**src/rtl/dpg_pkg.sv**
```systemverilog
package dpg_pkg;

  localparam int DUTY_W   = 4;
  localparam int DUTY_MIN = 5;
  localparam int DUTY_MAX = 11;
  localparam int DUTY_MID = 8;

  typedef enum logic [1:0] {
    DS_IDLE   = 2'd0,
    DS_COARSE = 2'd1,
    DS_FINE   = 2'd2
  } dstage_e;

  function automatic logic [DUTY_W-1:0] clamp_duty(input logic [DUTY_W-1:0] k);
    if (k < DUTY_W'(DUTY_MIN))      return DUTY_W'(DUTY_MIN);
    else if (k > DUTY_W'(DUTY_MAX)) return DUTY_W'(DUTY_MAX);
    else                            return k;
  endfunction

endpackage

```
**src/rtl/dpg_edge_sync.sv**
```systemverilog
module dpg_edge_sync #(
  parameter int SYNC_STAGES = 2
) (
  input  logic clk,
  input  logic rst,
  input  logic async_in,
  output logic rise
);

  logic [SYNC_STAGES-1:0] chain_q;
  logic                   last_q;

  // synchronizer chain, stage 0 samples the asynchronous input
  always_ff @(posedge clk) begin
    if (rst) chain_q[0] <= 1'b0;
    else     chain_q[0] <= async_in;
  end

  for (genvar s = 1; s < SYNC_STAGES; s++) begin : g_stage
    always_ff @(posedge clk) begin
      if (rst) chain_q[s] <= 1'b0;
      else     chain_q[s] <= chain_q[s-1];
    end
  end

  always_ff @(posedge clk) begin
    if (rst) last_q <= 1'b0;
    else     last_q <= chain_q[SYNC_STAGES-1];
  end

  assign rise = chain_q[SYNC_STAGES-1] & ~last_q;

endmodule

```
**src/rtl/dpg_period_meter.sv**
```systemverilog
module dpg_period_meter #(
  parameter int CNT_W = 10
) (
  input  logic             clk,
  input  logic             rst,
  input  logic             en,
  input  logic             rise,
  output logic [CNT_W-1:0] period,
  output logic             locked
);

  localparam logic [CNT_W-1:0] CNT_MAX = '1;

  logic [CNT_W-1:0] cnt_q;
  logic [CNT_W-1:0] period_q;
  logic [CNT_W-1:0] meas;
  logic             seen_q;
  logic             have_prev_q;
  logic             lock_q;
  logic             close;
  logic [CNT_W:0]   a_ext;
  logic [CNT_W:0]   b_ext;

  assign meas  = cnt_q + 1'b1;
  assign a_ext = {1'b0, meas};
  assign b_ext = {1'b0, period_q};
  // new measurement within one count of the previous one
  assign close = (a_ext == b_ext) || (a_ext == b_ext + 1'b1) || (a_ext + 1'b1 == b_ext);

  always_ff @(posedge clk) begin
    if (rst) begin
      cnt_q       <= '0;
      period_q    <= '0;
      seen_q      <= 1'b0;
      have_prev_q <= 1'b0;
      lock_q      <= 1'b0;
    end else if (!en) begin
      cnt_q       <= '0;
      seen_q      <= 1'b0;
      have_prev_q <= 1'b0;
      lock_q      <= 1'b0;
    end else if (cnt_q == CNT_MAX) begin
      // no edge within the counting range: restart from scratch
      cnt_q       <= '0;
      seen_q      <= 1'b0;
      have_prev_q <= 1'b0;
      lock_q      <= 1'b0;
    end else if (rise) begin
      cnt_q <= '0;
      if (!seen_q) begin
        seen_q <= 1'b1;
      end else begin
        period_q    <= meas;
        have_prev_q <= 1'b1;
        lock_q      <= have_prev_q && close;
      end
    end else begin
      cnt_q <= cnt_q + 1'b1;
    end
  end

  assign period = period_q;
  assign locked = lock_q;

endmodule

```
**src/rtl/dpg_duty_scaler.sv**
```systemverilog
module dpg_duty_scaler
  import dpg_pkg::*;
#(
  parameter int CNT_W = 10
) (
  input  logic              clk,
  input  logic              rst,
  input  logic              rise,
  input  logic [DUTY_W-1:0] duty_in,
  input  logic [CNT_W-1:0]  period,
  output logic [DUTY_W-1:0] duty_q,
  output logic [CNT_W-1:0]  delay_q,
  output logic              start_q
);

  localparam int PROD_W = CNT_W + DUTY_W;

  logic [DUTY_W-1:0] k_q;
  logic              rise_d_q;
  logic [PROD_W-1:0] part [DUTY_W];
  logic [PROD_W-1:0] prod;

  // one shifted copy of the period per set bit of the duty setting
  for (genvar i = 0; i < DUTY_W; i++) begin : g_pp
    assign part[i] = k_q[i] ? (PROD_W'(period) << i) : '0;
  end

  always_comb begin
    prod = '0;
    for (int i = 0; i < DUTY_W; i++) prod = prod + part[i];
  end

  always_ff @(posedge clk) begin
    if (rst) begin
      k_q      <= DUTY_W'(DUTY_MID);
      rise_d_q <= 1'b0;
      start_q  <= 1'b0;
      delay_q  <= '0;
    end else begin
      rise_d_q <= rise;
      start_q  <= rise_d_q;
      delay_q  <= prod[PROD_W-1:DUTY_W];
      if (rise) k_q <= clamp_duty(duty_in);
    end
  end

  assign duty_q = k_q;

endmodule

```
**src/rtl/dpg_delay_stages.sv**
```systemverilog
module dpg_delay_stages
  import dpg_pkg::*;
#(
  parameter int CNT_W  = 10,
  parameter int FINE_W = 2
) (
  input  logic             clk,
  input  logic             rst,
  input  logic             en,
  input  logic             locked,
  input  logic             start,
  input  logic [CNT_W-1:0] delay,
  output logic             pulse
);

  localparam int COARSE_W = CNT_W - FINE_W;
  localparam logic [FINE_W-1:0]   QMAX = '1;
  localparam logic [COARSE_W-1:0] C_ONE = COARSE_W'(1);
  localparam logic [FINE_W-1:0]   F_ONE = FINE_W'(1);

  dstage_e             st_q;
  logic [COARSE_W-1:0] crs_q;
  logic [FINE_W-1:0]   sub_q;
  logic [FINE_W-1:0]   fin_q;
  logic                pulse_q;
  logic [COARSE_W-1:0] d_crs;
  logic [FINE_W-1:0]   d_fin;

  assign d_crs = delay[CNT_W-1:FINE_W];
  assign d_fin = delay[FINE_W-1:0];

  always_ff @(posedge clk) begin
    if (rst || !en) begin
      st_q    <= DS_IDLE;
      crs_q   <= '0;
      sub_q   <= '0;
      fin_q   <= '0;
      pulse_q <= 1'b0;
    end else if (start && locked && (delay != '0)) begin
      pulse_q <= 1'b1;
      crs_q   <= d_crs;
      fin_q   <= d_fin;
      sub_q   <= '0;
      st_q    <= (d_crs != '0) ? DS_COARSE : DS_FINE;
    end else if (!locked) begin
      pulse_q <= 1'b0;
      st_q    <= DS_IDLE;
    end else begin
      case (st_q)
        DS_COARSE: begin
          if (sub_q == QMAX) begin
            sub_q <= '0;
            crs_q <= crs_q - 1'b1;
            if (crs_q == C_ONE) begin
              if (fin_q == '0) begin
                pulse_q <= 1'b0;
                st_q    <= DS_IDLE;
              end else begin
                st_q <= DS_FINE;
              end
            end
          end else begin
            sub_q <= sub_q + 1'b1;
          end
        end
        DS_FINE: begin
          fin_q <= fin_q - 1'b1;
          if (fin_q == F_ONE) begin
            pulse_q <= 1'b0;
            st_q    <= DS_IDLE;
          end
        end
        default: begin
          pulse_q <= 1'b0;
        end
      endcase
    end
  end

  assign pulse = pulse_q;

endmodule

```
**src/rtl/duty_pulse_gen.sv**
```systemverilog
module duty_pulse_gen
  import dpg_pkg::*;
#(
  parameter int CNT_W       = 10,
  parameter int FINE_W      = 2,
  parameter int SYNC_STAGES = 2
) (
  input  logic                    clk,
  input  logic                    rst,
  input  logic                    en,
  input  logic                    in_clk,
  input  logic [3:0]              duty_k,
  output logic                    pulse_out,
  output logic                    locked,
  output logic [CNT_W-FINE_W-1:0] coarse_code,
  output logic [FINE_W-1:0]       fine_code
);

  logic              rise;
  logic [CNT_W-1:0]  period;
  logic [CNT_W-1:0]  delay_q;
  logic              start_q;
  logic [DUTY_W-1:0] duty_q;

  dpg_edge_sync #(.SYNC_STAGES(SYNC_STAGES)) u_sync (
    .clk      (clk),
    .rst      (rst),
    .async_in (in_clk),
    .rise     (rise)
  );

  dpg_period_meter #(.CNT_W(CNT_W)) u_meter (
    .clk    (clk),
    .rst    (rst),
    .en     (en),
    .rise   (rise),
    .period (period),
    .locked (locked)
  );

  dpg_duty_scaler #(.CNT_W(CNT_W)) u_scale (
    .clk     (clk),
    .rst     (rst),
    .rise    (rise),
    .duty_in (duty_k),
    .period  (period),
    .duty_q  (duty_q),
    .delay_q (delay_q),
    .start_q (start_q)
  );

  dpg_delay_stages #(.CNT_W(CNT_W), .FINE_W(FINE_W)) u_delay (
    .clk    (clk),
    .rst    (rst),
    .en     (en),
    .locked (locked),
    .start  (start_q),
    .delay  (delay_q),
    .pulse  (pulse_out)
  );

  assign coarse_code = delay_q[CNT_W-1:FINE_W];
  assign fine_code   = delay_q[FINE_W-1:0];

endmodule

```
**config.mk**
```make
export PLATFORM = sky130hd
export DESIGN_NAME = duty_pulse_gen
export DESIGN_NICKNAME = d
export VERILOG_FILES = /design/src/rtl/dpg_pkg.sv /design/src/rtl/dpg_edge_sync.sv /design/src/rtl/dpg_period_meter.sv /design/src/rtl/dpg_duty_scaler.sv /design/src/rtl/dpg_delay_stages.sv /design/src/rtl/duty_pulse_gen.sv
export SDC_FILE = /design/constraint.sdc
export NUM_CORES = 1
export LEC_CHECK = 0
export BUFFER_PORTS_ARGS = -buffer_cell sky130_fd_sc_hd__clkbuf_2
export CAP_MARGIN = 20
export CORE_AREA = 10 10 148 109
export CTS_CLUSTER_SIZE = 14
export DETAILED_ROUTE_END_ITERATION = 10
export DIE_AREA = 0 0 158 119
export PLACE_DENSITY = 0.57
export SYNTH_ARGS = -nofsm -noshare
export SYNTH_HDL_FRONTEND = slang
export SYNTH_HIERARCHICAL = 1
export SYNTH_SLANG_ARGS = --single-unit
```
**constraint.sdc**
```tcl
create_clock -name clk -period 5.1 [get_ports clk]
set_input_delay 0.51 -clock clk [delete_from_list [all_inputs] [get_ports clk]]
set_output_delay 0.51 -clock clk [all_outputs]
set_load 0.005 [all_outputs]
```
==> run_results.csv, run 1 <==
group,metric,value,unit
critical_path,worstSetupEndpointType,"register",
placement,hpwl,8420,um
power_and_ir_drop,p_leak,0.00205,uW
critical_path,reg2reg_slack,1120,ps
timing,fin_hold_ws,388,ps
floorplan,die-area,0.0188,mm^2
clocking,clock_latency,330,ps
global_routing,overflow,0,
hold_path,hold_path.class,"in -> reg",
routing,vias_per_cell,5.34,
routing,dr.first_iter.drc_count,205,
critical_path,cp-start-kind,"register",
yosys,synth-edff-count,0,
clocking,cts_tree,"done",
floorplan,start_util,0.339,
timing,finalSetupViolCount,0,
floorplan,die_h,119,um
clocking,ctsRootBufferMaster,"clkbuf_16",
yosys,ys_top_cells_by_count,"nor2_1, dfxtp_1, nand2_1",
critical_path,cpMaxStageDelayCell,"dfxtp_1",
power_and_ir_drop,pwr-share-clk,0.550,
finish,design_area,0.00508,mm^2
routing,ant_nets,0,
yosys,yosysSeqAreaShare,0.250,
clocking,numCtsBuffers,9,
floorplan,dieWidth,158,um
critical_path,timing.rr.start,"u_scale/duty_q[1]",
global_routing,first_global_vias,3754,
power_and_ir_drop,powerDensity,215,mW/mm^2
routing,first_pass_iters,4,
global_routing,antenna_found_initial,0,
critical_path,crit_arrival,4160,ps
power_and_ir_drop,switching_share,0.221,
timing,drv_slew,0,
critical_path,reg2reg_depth,17,
placement,numPortBuffers,19,
routing,wl_per_cell,15.2,um
yosys,synthTopCellsByArea,"dfxtp_1, ha_1, nor2_1",
timing,fmax,0.252,GHz
yosys,synthCells,539,
power_and_ir_drop,ir_worst_vdd,0.150,mV
placement,dpl-instance-area,0.00478,mm^2
yosys,synthesis.area,0.00457,mm^2
floorplan,io_pins,20,
floorplan,design.core.area,0.0135,mm^2
yosys,syn_area_per_cell,8.48,um^2
finish,final_net_count,598,
yosys,synth_top_flop_cell,"dfxtp_1",
clocking,numClockSinks,57,
finish,utilization,0.377,
routing,num_vias,3874,
yosys,ys_warn_count,6,
finish,layout-drive-gt1-share,0.119,
floorplan,rows,36,
finish,num_antenna_cells,0,
critical_path,path_class,"reg -> reg",
global_routing,grt_pass1_wl,18600,um
clocking,clock_path_buffers,2,
clocking,cts_setup_buffers,0,
timing,tns,0,ps
yosys,netlist.area_leader.share,0.250,
routing,wl,11000,um
timing,finalCritPeriodShare,0.779,
yosys,async_reset_ff_frac,0,
global_routing,grt_max_degree,35,
power_and_ir_drop,p_comb_frac,0.030,
run,max_cap_viol_count,0,
clocking,ctsResizeCount,0,
global_routing,grt_util_all_layers,0.120,
finish,final_cells,725,
critical_path,max_stage_delay,560,ps
critical_path,cp.required,5280,ps
clocking,holdBufCountCts,0,
power_and_ir_drop,p_seq_frac,0.420,
yosys,synth_nets,588,
yosys,synth_top_cell_by_area,"dfxtp_1",
placement,gp_congestion,0.928,
timing,skew,8.87,ps
yosys,synth.most_common_cell,"nor2_1",
timing,worstMarginPinSlew,850,ps
finish,n_fill_cell,1362,
yosys,yosysUniqueCellTypes,79,
critical_path,r2r_end,"u_scale/delay_q[8]",
hold_path,hold_end,"u_sync/chain_q[0]",
critical_path,worstPathMaxFanout,11,
finish,areaGrowthSynthToFinish,11.1,%
power_and_ir_drop,p_int,851,uW
power_and_ir_drop,p_switching,242,uW
hold_path,min_path_cells,2,
timing,min_period,3980,ps
clocking,cts-htree-levels,3,
critical_path,cp_cell_sequence,"nand2_1 > inv_1 > fa_1 > nand3_2 > nor2_1 > fa_1 > a21o_1 > a21oi_2 > o21ai_2 > a31oi_2 > xnor2_1 > ha_1 > and4_1 > nor2b_1 > a211oi_2 > xor2_1 > nor2_1",
routing,post-route-drc-count,0,
placement,place_inst,709,
run_status,status,"finished, final reports clean",
timing,finalHoldViolations,0,
clocking,clk_pin_slew,50,ps
timing,maxSlewHeadroom,0.425,
hold_path,hold_start,"in_clk",
timing,rsz0062_at_grt,"false",
yosys,synth_seq_cells,57,
-- routing by layer --
layer	part of all wire	vias up	wire, um	global-route usage
met5	0	-	0	0
li1	-	1927	-	-
met3	0.056	10	620	0.0280
met1	0.53	1842	5860	0.173
met2	0.40	95	4430	0.170
met4	0.012	0	129	0.0381
-- final cells by class --
cell class | instances | area [um^2] | area share
Sequential cell | 57 | 1140 | 0.225
Clock buffer | 11 | 243 | 0.0478
Inverter | 29 | 109 | 0.0214
Clock inverter | 5 | 55.1 | 0.0108
Multi-Input combinational cell | 432 | 3210 | 0.633
Tap cell | 171 | 214 | 0.0421
Timing Repair Buffer | 20 | 103 | 0.0202
-- metrics by stage --
step | setup slack, ps | total power (uW)
floorplan | 1430 | 489
global placement | 1320 | 501
detailed placement | 1140 | 501
CTS | 1110 | 1100
global route | 836 | 1120
finish | 1120 | 1090
-- how the worst max path moves through the flow --
stage / from / endpoint / slack (ps)
after floorplan: u_scale/duty_q[2] / u_scale/delay_q[8] / 1430
after CTS: u_scale/duty_q[1] / u_scale/delay_q[8] / 1110
after global routing: u_scale/duty_q[1] / u_scale/delay_q[8] / 840
after detailed placement: u_scale/duty_q[1] / u_scale/delay_q[8] / 1140
after global placement: u_meter/period[3] / u_scale/delay_q[8] / 1320
final: u_scale/duty_q[1] / u_scale/delay_q[8] / 1120
-- power by group through the flow --
stage / sequential [uW] / combinational (uW) / clock (uW)
5_1_grt: 459 / 37.6 / 627
4_1_cts: 458 / 33.1 / 613
6_report: 459 / 33.0 / 601
2_1_floorplan: 461 / 27.4 / 0
3_3_place_gp: 467 / 33.3 / 0
3_5_place_dp: 468 / 32.8 / 0
-- logic make-up (layout without fill, tap and decap cells) --
logic type	count (synthesis)	after routing	synth area share
AO/OA/AOI/OAI	117	117	0.186
XOR/XNOR	46	46	0.108
adder cells (fa/ha/maj)	41	41	0.129
buffers and inverters	50	65	0.0471
flip-flops	57	57	0.250
multiplexers	6	6	0.0137
AND/OR/NAND/NOR	222	222	0.267
-- registers in the layout, summed over array words and instances (netlist names) --
name                 flops
u_delay/pulse            1
u_delay/sub_q            2
u_meter/period          10
u_meter/have_prev_q      1
u_meter/cnt_q           10
u_scale/rise_d_q         1
u_scale/delay_q         10
u_delay/st_q             2
u_delay/crs_q            8
u_meter/seen_q           1
u_scale/duty_q           4
u_meter/locked           1
u_delay/fin_q            2
u_sync/last_q            1
u_scale/start_q          1
u_sync/chain_q           2
-- worst max-delay path: cells and delay by family (launching register included) --
kind	cells	cell delay, ps
adders and majority gates	3	1150
AOI/OAI and AO/OA	5	950
and+or+nand+nor	6	720
DFF	1	560
xor gates and xnor gates	2	350
buffers and inverters	1	100
-- layout by cell type, fill, tap and decap left out, types with 3 or more instances in the layout --
master | Yosys | layout
nor2_1 | 58 | 58
dfxtp_1 | 57 | 57
nand2_1 | 49 | 49
ha_1 | 31 | 31
inv_1 | 29 | 29
a21oi_1 | 29 | 29
xnor2_1 | 23 | 23
and2_1 | 20 | 20
clkbuf_2 | 0 | 19
a211oi_1 | 17 | 17
xor2_1 | 16 | 16
nand3_1 | 13 | 13
o21ai_0 | 12 | 12
nor2b_1 | 11 | 11
nand4_1 | 10 | 10
fa_1 | 10 | 10
clkbuf_16 | 0 | 9
nor3_1 | 9 | 9
and3_1 | 8 | 8
nand2b_1 | 8 | 8
xnor3_1 | 6 | 6
a21o_1 | 5 | 5
mux2i_1 | 4 | 4
o31ai_1 | 4 | 4
o21a_1 | 4 | 4
o22ai_1 | 4 | 4
a31oi_1 | 3 | 3
o211ai_1 | 3 | 3
nor4_1 | 3 | 3
a221oi_1 | 3 | 3
nor4b_1 | 3 | 3
o21ai_1 | 3 | 3
nor4_2 | 3 | 3
nor3b_1 | 3 | 3
a21oi_2 | 3 | 3
No activity file was read; power rests on OpenSTA's default activity.
==> run 2: changes to the inputs <==
==> constraint.sdc (replaced) <==
create_clock -name clk -period 3.8 [get_ports clk]
set_input_delay 0.38 -clock clk [delete_from_list [all_inputs] [get_ports clk]]
set_output_delay 0.38 -clock clk [all_outputs]
set_load 0.005 [all_outputs]
==> run 2 against run 1 <==
Effect of this change: critical path depth fell by 1; via count rose by 2.9%; maximum frequency rose by 11%; total power rose by 37%; worst hold slack got worse by 120 ps; flip-flop and latch count did not move; register-to-register slack got worse by 920 ps; utilization rose by 1.1 points; worst setup slack got worse by 920 ps; combinational power rose by 55%; clock power rose by 39%; largest cell class unchanged.
==> run_results.csv, run 2 (synthesis gave the netlist of run 1 again) <==
group,metric,value,unit
finish,areaGrowthSynthToFinish,14.3,%
finish,final_net_count,612,
timing,drv_slew,0,
global_routing,met2_usage,0.175,
clocking,clk_pin_slew,60,ps
critical_path,r2r_end,"u_scale/delay_q[8]",
global_routing,grt_util_all_layers,0.126,
hold_path,min_path_cells,2,
placement,numPortBuffers,19,
critical_path,cpMaxStageDelayCell,"fa_1",
critical_path,cp-start-kind,"register",
global_routing,antenna_found_initial,0,
power_and_ir_drop,p_leak,0.00214,uW
power_and_ir_drop,powerDensity,287,mW/mm^2
run_status,status,"finished, final reports clean",
critical_path,reg2reg_slack,200,ps
clocking,ctsRootBufferMaster,"clkbuf_16",
hold_path,hold_path.class,"in -> reg",
floorplan,rows,36,
finish,num_antenna_cells,0,
clocking,numCtsBuffers,9,
global_routing,grt_max_degree,35,
finish,mostFrequentLayoutCells,"nor2_1, dfxtp_1, nand2_1",
critical_path,crit_arrival,3790,ps
global_routing,grt_busiest_layer,"met1",
floorplan,dieWidth,158,um
timing,finalCritPeriodShare,0.947,
finish,n_fill_cell,1361,
timing,worstMarginPinSlew,885,ps
critical_path,max_stage_delay,490,ps
routing,post-route-drc-count,0,
global_routing,gr-usage-met1,0.181,
routing,wl,11600,um
critical_path,cp.required,3990,ps
routing,first_pass_iters,4,
global_routing,first_global_vias,3815,
clocking,cts-htree-levels,3,
routing,ant_nets,0,
floorplan,start_util,0.339,
critical_path,worstPathMaxFanout,2,
global_routing,met3_usage,0.0352,
clocking,holdBufCountCts,0,
timing,tns,0,ps
routing,vias_per_cell,5.40,
timing,skew,9.89,ps
clocking,numClockSinks,57,
routing,num_vias,3987,
critical_path,path_class,"reg -> reg",
clocking,cts_setup_buffers,0,
hold_path,hold_end,"u_sync/chain_q[0]",
finish,layout_commonest_cell,"nor2_1",
floorplan,die-area,0.0188,mm^2
timing,finalSetupViolCount,0,
finish,layout-drive-gt1-share,0.153,
timing,fmax,0.278,GHz
clocking,clock_path_buffers,2,
floorplan,die_h,119,um
critical_path,timing.rr.start,"u_meter/period[0]",
critical_path,cp_cell_sequence,"and2_1 > fa_1 > nand3_2 > nor2_1 > fa_1 > a21o_1 > a21oi_2 > o21ai_2 > a31oi_4 > xnor2_2 > ha_1 > and4_1 > nor2b_1 > a211oi_2 > xor2_1 > nor2_1",
critical_path,reg2reg_depth,16,
critical_path,worstSetupEndpointType,"register",
clocking,ctsResizeCount,0,
timing,rsz0062_at_grt,"false",
power_and_ir_drop,ir_worst_vdd,0.186,mV
timing,maxSlewHeadroom,0.402,
routing,wl_per_cell,15.7,um
floorplan,design.core.area,0.0135,mm^2
floorplan,io_pins,20,
placement,hpwl,8780,um
clocking,clock_latency,330,ps
hold_path,hold_start,"in_clk",
global_routing,grt_pass1_wl,19500,um
finish,utilization,0.388,
global_routing,overflow,0,
placement,gp_congestion,0.902,
run,max_cap_viol_count,0,
routing,dr.first_iter.drc_count,343,
timing,min_period,3600,ps
timing,finalHoldViolations,0,
clocking,cts_tree,"done",
run 2: changes by cell type in the layout (fill, tap and decap cells not counted), sizes merged:
cell / change
clkbuf: +1
buf: +14
clkinvlp: -1
run 2: layout make-up:
class                      count  area [um^2]  share of cell area
tap                          171          214              0.0410
multi-input combinational    432         3230               0.619
inverter                      29          109              0.0208
clock inverter                 4         51.3             0.00983
clock buffer                  12          256              0.0491
sequential                    57         1150               0.221
timing repair buffer          34          208              0.0398
run 2: report_power, final:
| part | switching, uW | total, uW | internal [uW] |
|---|---|---|---|
| logic | 32.9 | 51.2 | 18.4 |
| clock network | 293 | 836 | 543 |
| registers | 8.61 | 612 | 603 |
| total | 334 | 1500 | 1160 |
run 2: worst max path at each step:
stage / cells after the start / start / slack [ps] / to
6_report: 16 / u_meter/period[0] / 200 / u_scale/delay_q[8]
5_1_grt: 16 / u_meter/period[0] / 0.2 / u_scale/delay_q[8]
4_1_cts: 16 / u_scale/duty_q[0] / 30 / u_scale/delay_q[8]
3_5_place_dp: 16 / u_scale/duty_q[0] / 60 / u_scale/delay_q[8]
3_3_place_gp: 16 / u_scale/duty_q[0] / 160 / u_scale/delay_q[8]
2_1_floorplan: 16 / u_scale/duty_q[2] / 130 / u_scale/delay_q[8]
run 2: worst max-delay path, delay by kind of cell, from the launching register on:
family                   cells  cell delay [ps]
AND/OR/NAND/NOR              6              760
flip-flops                   1              320
XOR/XNOR                     2              250
AO/OA/AOI/OAI                5              930
adder cells (fa/ha/maj)      3             1220
run 2: layer usage:
metal / vias up / share of wire
li1: 1953 / -
met1: 1914 / 0.51
met2: 106 / 0.41
met3: 14 / 0.066
met4: 0 / 0.012
met5: - / 0
run 2: stage by stage:
step	hold slack (ps)	total power, uW	cells	cell area, um^2	setup slack (ps)
after floorplan	414	656	539	4570	127
after detailed placement	426	675	722	4880	61.8
after global placement	442	675	722	4880	160
after CTS	260	1520	738	5180	27.9
after global routing	279	1550	739	5220	0.185
final	264	1500	739	5220	203
